===== src/rtl/i2c_seq_pkg.sv =====
package i2c_seq_pkg;

  typedef enum logic [1:0] {
    BE_START = 2'd0,
    BE_STOP  = 2'd1,
    BE_WRITE = 2'd2,
    BE_READ  = 2'd3
  } be_op_e;

  typedef enum logic [2:0] {
    ST_IDLE,
    ST_START,
    ST_ADDR,
    ST_DATA,
    ST_HOLD,
    ST_STOP,
    ST_FLUSH
  } seq_state_e;

endpackage


===== src/rtl/i2c_seq_en_ctrl.sv =====
module i2c_seq_en_ctrl (
  input  logic clk,
  input  logic rst_n,
  input  logic en_req,
  input  logic idle,
  output logic en_stat,
  output logic go
);

  logic stat_q;
  logic stat_d;
  logic stat_ce;

  assign stat_ce = idle;
  assign stat_d  = en_req;

  always_ff @(posedge clk or negedge rst_n) begin
    if (!rst_n) begin
      stat_q <= 1'b0;
    end else if (stat_ce) begin
      stat_q <= stat_d;
    end
  end

  assign en_stat = stat_q;
  assign go      = stat_q & en_req;

endmodule


===== src/rtl/i2c_seq_cmd_reg.sv =====
module i2c_seq_cmd_reg #(
  parameter  int DATA_W = 8,
  localparam int CMD_W  = DATA_W + 3
) (
  input  logic              clk,
  input  logic              rst_n,
  input  logic              load,
  input  logic [CMD_W-1:0]  cmd_in,
  input  logic              dir_upd,
  output logic [DATA_W-1:0] cur_data,
  output logic              cur_rd,
  output logic              cur_stop,
  output logic              in_needs_rs
);

  localparam int RD_BIT = DATA_W;
  localparam int SP_BIT = DATA_W + 1;
  localparam int RS_BIT = DATA_W + 2;

  logic [CMD_W-1:0] cmd_q;
  logic             dir_q;

  always_ff @(posedge clk or negedge rst_n) begin
    if (!rst_n) begin
      cmd_q <= '0;
    end else if (load) begin
      cmd_q <= cmd_in;
    end
  end

  always_ff @(posedge clk or negedge rst_n) begin
    if (!rst_n) begin
      dir_q <= 1'b0;
    end else if (dir_upd) begin
      dir_q <= cmd_q[RD_BIT];
    end
  end

  assign cur_data    = cmd_q[DATA_W-1:0];
  assign cur_rd      = cmd_q[RD_BIT];
  assign cur_stop    = cmd_q[SP_BIT];
  assign in_needs_rs = cmd_in[RS_BIT] | (cmd_in[RD_BIT] != dir_q);

endmodule


===== src/rtl/i2c_seq_fsm.sv =====
module i2c_seq_fsm
  import i2c_seq_pkg::*;
#(
  parameter  int DATA_W = 8,
  localparam int ADDR_W = DATA_W - 1
) (
  input  logic              clk,
  input  logic              rst_n,
  input  logic              go,
  input  logic              en_req,
  input  logic              restart_en,
  input  logic [ADDR_W-1:0] tgt_addr,
  input  logic              cmdq_empty,
  input  logic [DATA_W-1:0] cur_data,
  input  logic              cur_rd,
  input  logic              cur_stop,
  input  logic              in_needs_rs,
  input  logic              be_done,
  input  logic              be_nack,
  input  logic [DATA_W-1:0] be_rdata,
  output logic              cmdq_pop,
  output logic              load,
  output logic              dir_upd,
  output logic              be_req,
  output logic [1:0]        be_op,
  output logic [DATA_W-1:0] be_wdata,
  output logic              be_mnack,
  output logic              rxq_push,
  output logic [DATA_W-1:0] rxq_wdata,
  output logic              tx_abort,
  output logic              bus_hold,
  output logic              mst_active,
  output logic              idle
);

  seq_state_e state_q, state_d;
  logic       pend_q, pend_d;

  // next-state logic
  always_comb begin
    state_d  = state_q;
    pend_d   = pend_q;
    cmdq_pop = 1'b0;
    load     = 1'b0;
    dir_upd  = 1'b0;
    rxq_push = 1'b0;
    tx_abort = 1'b0;
    unique case (state_q)
      ST_IDLE: begin
        if (go && !cmdq_empty) begin
          cmdq_pop = 1'b1;
          load     = 1'b1;
          state_d  = ST_START;
        end
      end
      ST_START: begin
        if (be_done) state_d = ST_ADDR;
      end
      ST_ADDR: begin
        if (be_done) begin
          if (be_nack) begin
            tx_abort = 1'b1;
            pend_d   = 1'b1;
            state_d  = ST_STOP;
          end else begin
            dir_upd = 1'b1;
            state_d = ST_DATA;
          end
        end
      end
      ST_DATA: begin
        if (be_done) begin
          if (!cur_rd && be_nack) begin
            tx_abort = 1'b1;
            pend_d   = 1'b1;
            state_d  = ST_STOP;
          end else begin
            rxq_push = cur_rd;
            state_d  = cur_stop ? ST_STOP : ST_HOLD;
          end
        end
      end
      ST_HOLD: begin
        if (!en_req) begin
          state_d = ST_STOP;
        end else if (!cmdq_empty) begin
          cmdq_pop = 1'b1;
          load     = 1'b1;
          if (!in_needs_rs) begin
            state_d = ST_DATA;
          end else if (restart_en) begin
            state_d = ST_START;
          end else begin
            tx_abort = 1'b1;
            pend_d   = 1'b1;
            state_d  = ST_STOP;
          end
        end
      end
      ST_STOP: begin
        if (be_done) state_d = pend_q ? ST_FLUSH : ST_IDLE;
      end
      ST_FLUSH: begin
        if (!cmdq_empty) begin
          cmdq_pop = 1'b1;
        end else begin
          pend_d  = 1'b0;
          state_d = ST_IDLE;
        end
      end
      default: state_d = ST_IDLE;
    endcase
  end

  // state registers
  always_ff @(posedge clk or negedge rst_n) begin
    if (!rst_n) begin
      state_q <= ST_IDLE;
      pend_q  <= 1'b0;
    end else begin
      state_q <= state_d;
      pend_q  <= pend_d;
    end
  end

  // bit engine request decode
  always_comb begin
    be_req   = 1'b0;
    be_op    = BE_START;
    be_wdata = '0;
    be_mnack = 1'b0;
    unique case (state_q)
      ST_START: begin
        be_req = 1'b1;
        be_op  = BE_START;
      end
      ST_ADDR: begin
        be_req   = 1'b1;
        be_op    = BE_WRITE;
        be_wdata = {tgt_addr, cur_rd};
      end
      ST_DATA: begin
        be_req   = 1'b1;
        be_op    = cur_rd ? BE_READ : BE_WRITE;
        be_wdata = cur_rd ? '0 : cur_data;
        be_mnack = cur_rd & cur_stop;
      end
      ST_STOP: begin
        be_req = 1'b1;
        be_op  = BE_STOP;
      end
      default: ;
    endcase
  end

  assign rxq_wdata  = be_rdata;
  assign bus_hold   = (state_q == ST_HOLD);
  assign mst_active = (state_q != ST_IDLE);
  assign idle       = (state_q == ST_IDLE);

endmodule


===== src/rtl/i2c_cmd_seq.sv =====
module i2c_cmd_seq #(
  parameter  int DATA_W = 8,
  parameter  int TGT_W  = 10,
  localparam int ADDR_W = DATA_W - 1,
  localparam int CMD_W  = DATA_W + 3
) (
  input  logic              clk,
  input  logic              rst_n,
  input  logic              en_req,
  output logic              en_stat,
  input  logic              restart_en,
  input  logic [TGT_W-1:0]  tgt_reg,
  input  logic              cmdq_empty,
  input  logic [CMD_W-1:0]  cmdq_rdata,
  output logic              cmdq_pop,
  output logic              rxq_push,
  output logic [DATA_W-1:0] rxq_wdata,
  output logic              be_req,
  output logic [1:0]        be_op,
  output logic [DATA_W-1:0] be_wdata,
  output logic              be_mnack,
  input  logic              be_done,
  input  logic              be_nack,
  input  logic [DATA_W-1:0] be_rdata,
  output logic              tx_abort,
  output logic              bus_hold,
  output logic              mst_active
);

  logic              go;
  logic              idle;
  logic              load;
  logic              dir_upd;
  logic [DATA_W-1:0] cur_data;
  logic              cur_rd;
  logic              cur_stop;
  logic              in_needs_rs;

  i2c_seq_en_ctrl u_en (
    .clk     (clk),
    .rst_n   (rst_n),
    .en_req  (en_req),
    .idle    (idle),
    .en_stat (en_stat),
    .go      (go)
  );

  i2c_seq_cmd_reg #(.DATA_W(DATA_W)) u_cmd (
    .clk         (clk),
    .rst_n       (rst_n),
    .load        (load),
    .cmd_in      (cmdq_rdata),
    .dir_upd     (dir_upd),
    .cur_data    (cur_data),
    .cur_rd      (cur_rd),
    .cur_stop    (cur_stop),
    .in_needs_rs (in_needs_rs)
  );

  i2c_seq_fsm #(.DATA_W(DATA_W)) u_fsm (
    .clk         (clk),
    .rst_n       (rst_n),
    .go          (go),
    .en_req      (en_req),
    .restart_en  (restart_en),
    .tgt_addr    (tgt_reg[ADDR_W-1:0]),
    .cmdq_empty  (cmdq_empty),
    .cur_data    (cur_data),
    .cur_rd      (cur_rd),
    .cur_stop    (cur_stop),
    .in_needs_rs (in_needs_rs),
    .be_done     (be_done),
    .be_nack     (be_nack),
    .be_rdata    (be_rdata),
    .cmdq_pop    (cmdq_pop),
    .load        (load),
    .dir_upd     (dir_upd),
    .be_req      (be_req),
    .be_op       (be_op),
    .be_wdata    (be_wdata),
    .be_mnack    (be_mnack),
    .rxq_push    (rxq_push),
    .rxq_wdata   (rxq_wdata),
    .tx_abort    (tx_abort),
    .bus_hold    (bus_hold),
    .mst_active  (mst_active),
    .idle        (idle)
  );

endmodule


===== config.mk =====
export PLATFORM = sky130hd
export DESIGN_NAME = i2c_cmd_seq
export DESIGN_NICKNAME = d
export VERILOG_FILES = /design/src/rtl/i2c_seq_pkg.sv /design/src/rtl/i2c_seq_en_ctrl.sv /design/src/rtl/i2c_seq_cmd_reg.sv /design/src/rtl/i2c_seq_fsm.sv /design/src/rtl/i2c_cmd_seq.sv
export SDC_FILE = /design/constraint.sdc
export NUM_CORES = 1
export LEC_CHECK = 0
export ABC_AREA = 1
export ABC_CLOCK_PERIOD_IN_PS = 1400
export CAP_MARGIN = 20
export CORE_MARGIN = 2
export CORE_UTILIZATION = 56
export CTS_CLUSTER_SIZE = 40
export DETAILED_ROUTE_END_ITERATION = 6
export DONT_BUFFER_PORTS = 1
export HOLD_SLACK_MARGIN = 0.02
export PLACE_DENSITY = 0.74
export SYNTH_ARGS = -nofsm -noshare
export SYNTH_HDL_FRONTEND = slang
export SYNTH_SLANG_ARGS = --single-unit

===== constraint.sdc =====
create_clock -name clk -period 1.4 [get_ports clk]
set_clock_uncertainty 0.1 [all_clocks]
set_input_delay 0.07 -clock clk [delete_from_list [all_inputs] [get_ports clk]]
set_output_delay 0.07 -clock clk [all_outputs]
set_load 0.02 [all_outputs]

Yosys cells after proc, flatten, opt, wreduce, memory -nomap -nowiden
Index checks and enable logic that the tools add are counted.
{"block": "classes", "n_mux": 51, "n_addsub": 0, "shifts": 0, "n_bitwise": 3, "eq_ne": 20, "reduce_logical": 10, "order_cmp": 0, "div": 0, "mul": 0}
{"cell": "$mux 3", "n": 13}
{"cell": "$mux 1", "n": 30}
{"cell": "$pmux 3 s7", "n": 1}
{"cell": "$ne 2x2->1 const B", "n": 9}
{"cell": "$pmux 8 s2", "n": 1}
{"cell": "$reduce_and 10->1", "n": 1}
{"cell": "$eq 3x3->1 const B", "n": 3}
{"cell": "$mux 8", "n": 1}
{"cell": "$reduce_and 7->1", "n": 1}
{"cell": "$eq 3x2->1 const B", "n": 2}
{"cell": "$ne 2x1->1 const B", "n": 3}
{"cell": "$pmux 1 s3", "n": 2}
{"cell": "$pmux 2 s3", "n": 1}
{"cell": "$pmux 1 s4", "n": 1}
{"cell": "$reduce_bool 4->1", "n": 1}
{"cell": "$reduce_or 4->1", "n": 1}
{"cell": "$eq 3x1->1 const B", "n": 1}
{"cell": "$logic_not 3->1", "n": 1}
{"cell": "$ne 3x3->1 const B", "n": 1}
{"cell": "$reduce_bool 3->1", "n": 1}
{"cell": "$and 1x1->1", "n": 2}
{"cell": "$logic_and 1x1->1", "n": 2}
{"cell": "$logic_not 1->1", "n": 2}
{"cell": "$pmux 1 s2", "n": 1}
{"cell": "other kinds (2)", "n": 2}
{"block": "word_totals", "memories": 0, "rom_bits": 0, "in_bits": 36, "regBits": 16, "latch_bits": 0, "ram_bits": 0, "elab_cells": 89, "output_inout_bits": 26}

Depth between registers and ports, before layout
{"block": "logic_depth", "depth_word": 6, "mapped_depth": 10, "ltp_nobuf": 9}

Modules after synthesis
From an unflattened synthesis, not the netlist that was laid out.
{"block": "unflattened", "hier_cells": 190, "hier_area_um2": 1253.7}
{"module": "i2c_seq_fsm", "area_each_um2": 713.2, "seq_area_each_um2": 100.1, "cells_each": 132, "n_inst": 1}
{"module": "i2c_seq_cmd_reg", "area_each_um2": 493.0, "seq_area_each_um2": 275.3, "cells_each": 51, "n_inst": 1}
{"module": "i2c_seq_en_ctrl", "area_each_um2": 47.5, "seq_area_each_um2": 25.0, "cells_each": 7, "n_inst": 1}

Worst setup path after synthesis
Ideal clock, no wire load.
{"block": "synth_timing", "kind": "reg-to-reg", "start": "register u_fsm.state_q[0]", "end": "register u_fsm.pend_q", "period_less_slack_ps": 1454, "required_time_ps": 1235, "setup_time_ps": 65, "path_slack_ps": -54, "n_path_buf": 1, "path_stages_with_launch": 9, "arrival_time_ps": 1289, "path_cell_list": "dfrtp_1 -> buf_6 -> nor2_4 -> nand2_2 -> inv_2 -> nand2_1 -> o21ai_2 -> inv_2 -> nand2_1"}
{"block": "synth_between", "elab_chain_cells": 3, "elab_cells_between_ends": 16, "cone_classes": "eq/ne (13); mux (1); reduce/logical (2)"}
{"element": "start, declared", "line": "i2c_seq_fsm.sv:36", "text": "seq_state_e state_q, state_d;"}
{"element": "start signal, assigned", "line": "i2c_seq_fsm.sv:121", "text": "state_q <= state_d;"}
{"element": "$eq 3x3->1 (*)"}
{"element": "net bus_hold", "line": "i2c_cmd_seq.sv:26", "text": "output logic bus_hold,"}
{"element": "$ne 2x1->1 (no source line) (tied with other cells)"}
{"element": "$reduce_and 10->1 (no source line)"}
{"element": "end signal, assigned", "line": "i2c_seq_fsm.sv:122", "text": "pend_q <= pend_d;"}
{"element": "end, declared", "line": "i2c_seq_fsm.sv:37", "text": "logic pend_q, pend_d;"}
Mark *: on every way through the listed nets, which the timed path passes. The rest lies on a longest branch.
A chain may end at the register's enable or synchronous reset.

Worst setup path after layout
{"block": "layout_timing", "start": "register u_fsm.state_q[2]", "end": "output port tx_abort"}
{"block": "layout_between", "elab_chain_cells": 2, "elab_cells_between_ends": 4, "cone_classes": "eq/ne (3); mux (1)"}
{"element": "$eq 3x3->1 or $eq 3x2->1 (tied branches)", "line": "i2c_seq_fsm.sv:48", "text": "unique case (state_q)"}
{"element": "$pmux 1 s3 (*)", "line": "i2c_seq_fsm.sv:48"}
{"element": "end, declared", "line": "i2c_cmd_seq.sv:25", "text": "output logic tx_abort,"}
Every way passes the cells marked *; elsewhere a longest branch is shown, timed or not.

==> results.md <==
- Sequential share of power: 22.9%
- Die area: 0.00248 mm²
- Die Y: 49.8 µm
- Area growth from synthesis to layout: 57.0%
- Internal Power: 2.02 mW
- Vias/cell: 6.60
- # Max-Cap Violations: 0
- Fin crit share: 124%
- Least-Margin Pin Slew: 0.783 ns
- Hold slack: 0.0400 ns
- HP Class: primary input to primary output
- Drt drc: 0
- Initial DRT Pass Iterations: 5
- PortBufs: 0
- Antenna violations before repair: 0
- Crit path cell chain: buf_6, nor2_4, nand2_2, nor2_4, nand2_4, o21ai_4, buf_12
- Sw frac: 50.6%
- Root Driver: clkbuf_4
- DR iter-0 viols: 140
- Outcome: finished, violations left
- Flops & latches, synth: 16
- TritonCTS clock tree: done
- Nets@finish: 240
- DR WL/cell: 23.8 µm
- Power share of the clock group: 8.5%
- Via count: 1517
- Comb pwr share: 68.7%
- Synth Warn #: 0
- Post-Syn Area: 0.00117 mm²
- H-tree depth: 1
- Number of core rows: 16
- Synth Net Count: 193
- Synth cell types: 22
- Crit path top cell by count: nor2_4
- CP bufs+invs: 2
- Hold Violations, Final: 0
- Most used routing layer: met2
- Share of layout cells above drive strength 1: 48.3%
- Power per cell area: 2220 mW/mm²
- GRT met1 Usage: 42.4%
- Gr usage total: 36.5%
- RSZ-0062 raised after global routing: true
- Number of fill cells: 59
- Lkg Pwr: 0.970 nW
- Finished Layout Cells: 230
- First-pass GRT wire length: 6760 µm
- GRT met2 Usage: 62.0%
- CP Max Fanout: 4
- Core Util, Final: 94.0%
- Clock Pin Slew Worst Setup and Hold Paths: 0.11 ns
- Vias in the first global route: 1404
- Core area: 0.00196 mm²
- Initial Util: 59.9%
- Tot Pwr: 4.10 mW
- Worst slew margin: 47.6%
- CP endpoint kind: primary output
- GR Util met3: 8.18%
- Final GP Congestion: 0.889
- Min Tclk post-route: 1.73 ns
- Max clock buf depth: 2
- Switch Pwr: 2.08 mW
- Syn Area/Cell: 7.48 µm²
- Final WL: 5470 µm
- Largest net degree at the start of global routing: 21
- Fmax: 0.578 GHz
- Post-Syn Instances: 157
- Total CTS buffers: 3
- Post-place setup slack: -0.0222 ns
- Worst IR Drop VDD: 1500 µV
- Grt ovf: 0
- Slew Limit Fails: 0
- Failing checks: negative setup slack
- Final worst slack: -0.330 ns
- Element type at the critical path start: flip-flop
- Design area: 0.00184 mm²
- I/O Pins: 62
- Setup TNS: -5.98 ns
- Register area share after synthesis: 34.1%
- Count of final setup violators: 32
- Kind of cell with the highest combined delay on the critical path: flip-flops
- Critical path required time: 1.23 ns
- Clk sinks: 16
- Sequential Area: 405 µm²
- Multi-input logic area: 744 µm²
- CP max stage delay: 0.49 ns
- Ant diodes: 0
- Cells after DPL: 190
- Setup Crit Path Kind: flip-flop to primary output
- ANT nets after route: 0
- Die X: 49.8 µm
- DP Area: 0.00129 mm²
- Slowest stage cell, crit path: dfrtp_2
- Clk_lat worst skew: 0.31 ns
- Post-DP HPWL: 2200 µm
- CP arrival: 1.56 ns
## timing repair
action,CTS,global route
hold endpoints to repair,31,0
hold buffers,16,0
pin swaps,12,10
cloned,1,1
setup endpoints to repair,30,32
resized for setup,27,28
setup buffers,12,8
## final timing paths
kind,cells after the start,slack [ns],start,endpoint
min,0,0.04,be_rdata[1],rxq_wdata[1]
max in group asynchronous,1,0.49,rst_n,u_fsm.state_q[0]
min in group asynchronous,1,0.17,rst_n,u_cmd.cmd_q[2]
max reg2reg,8,-0.29,u_fsm.state_q[1],u_fsm.state_q[0]
max,7,-0.33,u_fsm.state_q[2],tx_abort
min reg2reg,2,0.44,u_cmd.cmd_q[6],u_cmd.cmd_q[6]
## routing by layer
layer  part of all wire (%)  vias to the layer above
li1                       -                      587
met1                     33                      694
met5                      0                        -
met2                     44                      160
met3                     13                       76
met4                    9.7                        0
## cell families (layout without fill, tap and decap cells)
family / count (synthesis) / after routing / share of synthesized area [%]
AND/OR/NAND/NOR: 77 / 79 / 35.2
buffers and inverters: 38 / 82 / 15.9
AO/OA/AOI/OAI: 26 / 26 / 14.8
flip-flops: 16 / 16 / 34.1
## cell usage after synthesis
| library cell | count | area [µm²] |
|---|---|---|
| a21oi_1 | 2 | 10.0 |
| a32o_1 | 7 | 70.1 |
| buf_2 | 2 | 10.0 |
| buf_4 | 9 | 67.6 |
| buf_6 | 1 | 11.3 |
| dfrtp_1 | 16 | 400 |
| inv_1 | 19 | 71.3 |
| inv_2 | 7 | 26.3 |
| nand2_1 | 44 | 165 |
| nand2_2 | 5 | 31.3 |
| nand2_4 | 5 | 56.3 |
| nand3_1 | 7 | 35.0 |
| nand3_2 | 1 | 10.0 |
| nand4_1 | 2 | 12.5 |
| nor2_1 | 8 | 30.0 |
| nor2_4 | 3 | 33.8 |
| nor2_8 | 2 | 40.0 |
| o211ai_1 | 1 | 7.51 |
| o21ai_0 | 3 | 15.0 |
| o21ai_1 | 11 | 55.1 |
| o21ai_2 | 1 | 8.76 |
| o21bai_1 | 1 | 7.51 |
## worst register-to-register path, stage by stage, from the launching register on
cell and delay [ns]:
dfrtp_2 0.51, inv_2 0.12, nor2_4 0.05, buf_4 0.13, buf_6 0.12, o21ai_0 0.34, inv_1 0.08, nand2_1 0.09
nand2_1 0.06
## registers in the layout (all words and copies together), names as in the netlist
register / flops
u_fsm.state_q: 3
u_cmd.cmd_q: 10
u_fsm.pend_q: 1
u_en.en_stat: 1
u_cmd.dir_q: 1
## final cells by class
| class | instances | area share (%) |
|---|---|---|
| Multi-Input combinational cell | 105 | 40.4 |
| Inverter | 26 | 5.43 |
| Timing Repair Buffer | 52 | 28.4 |
| Clock buffer | 4 | 1.97 |
| Sequential cell | 16 | 22.0 |
| Tap cell | 27 | 1.83 |
## power groups by stage
stage          combinational, mW  sequential (mW)  clock [mW]
2_1_floorplan               1.32            0.832           0
3_3_place_gp                1.65            0.872           0
3_5_place_dp                1.71            0.891           0
4_1_cts                     2.09            0.881       0.320
5_1_grt                     2.97            0.942       0.380
6_report                    2.82            0.937       0.347
## cells in the final DEF, fill, tap and decap left out, types with 4 or more instances in the layout
cell type and n:
nor2_1 4, nand3_2 4, inv_1 19, buf_6 15
nand2_1 35, nand2_4 8, o21ai_1 10, dfrtp_1 12
dlygate4sd3_1 16, buf_4 18, a32o_2 7, nand2_2 10
inv_2 6, dfrtp_2 4, nor2_4 6
Power figures use the tool's default switching activity.
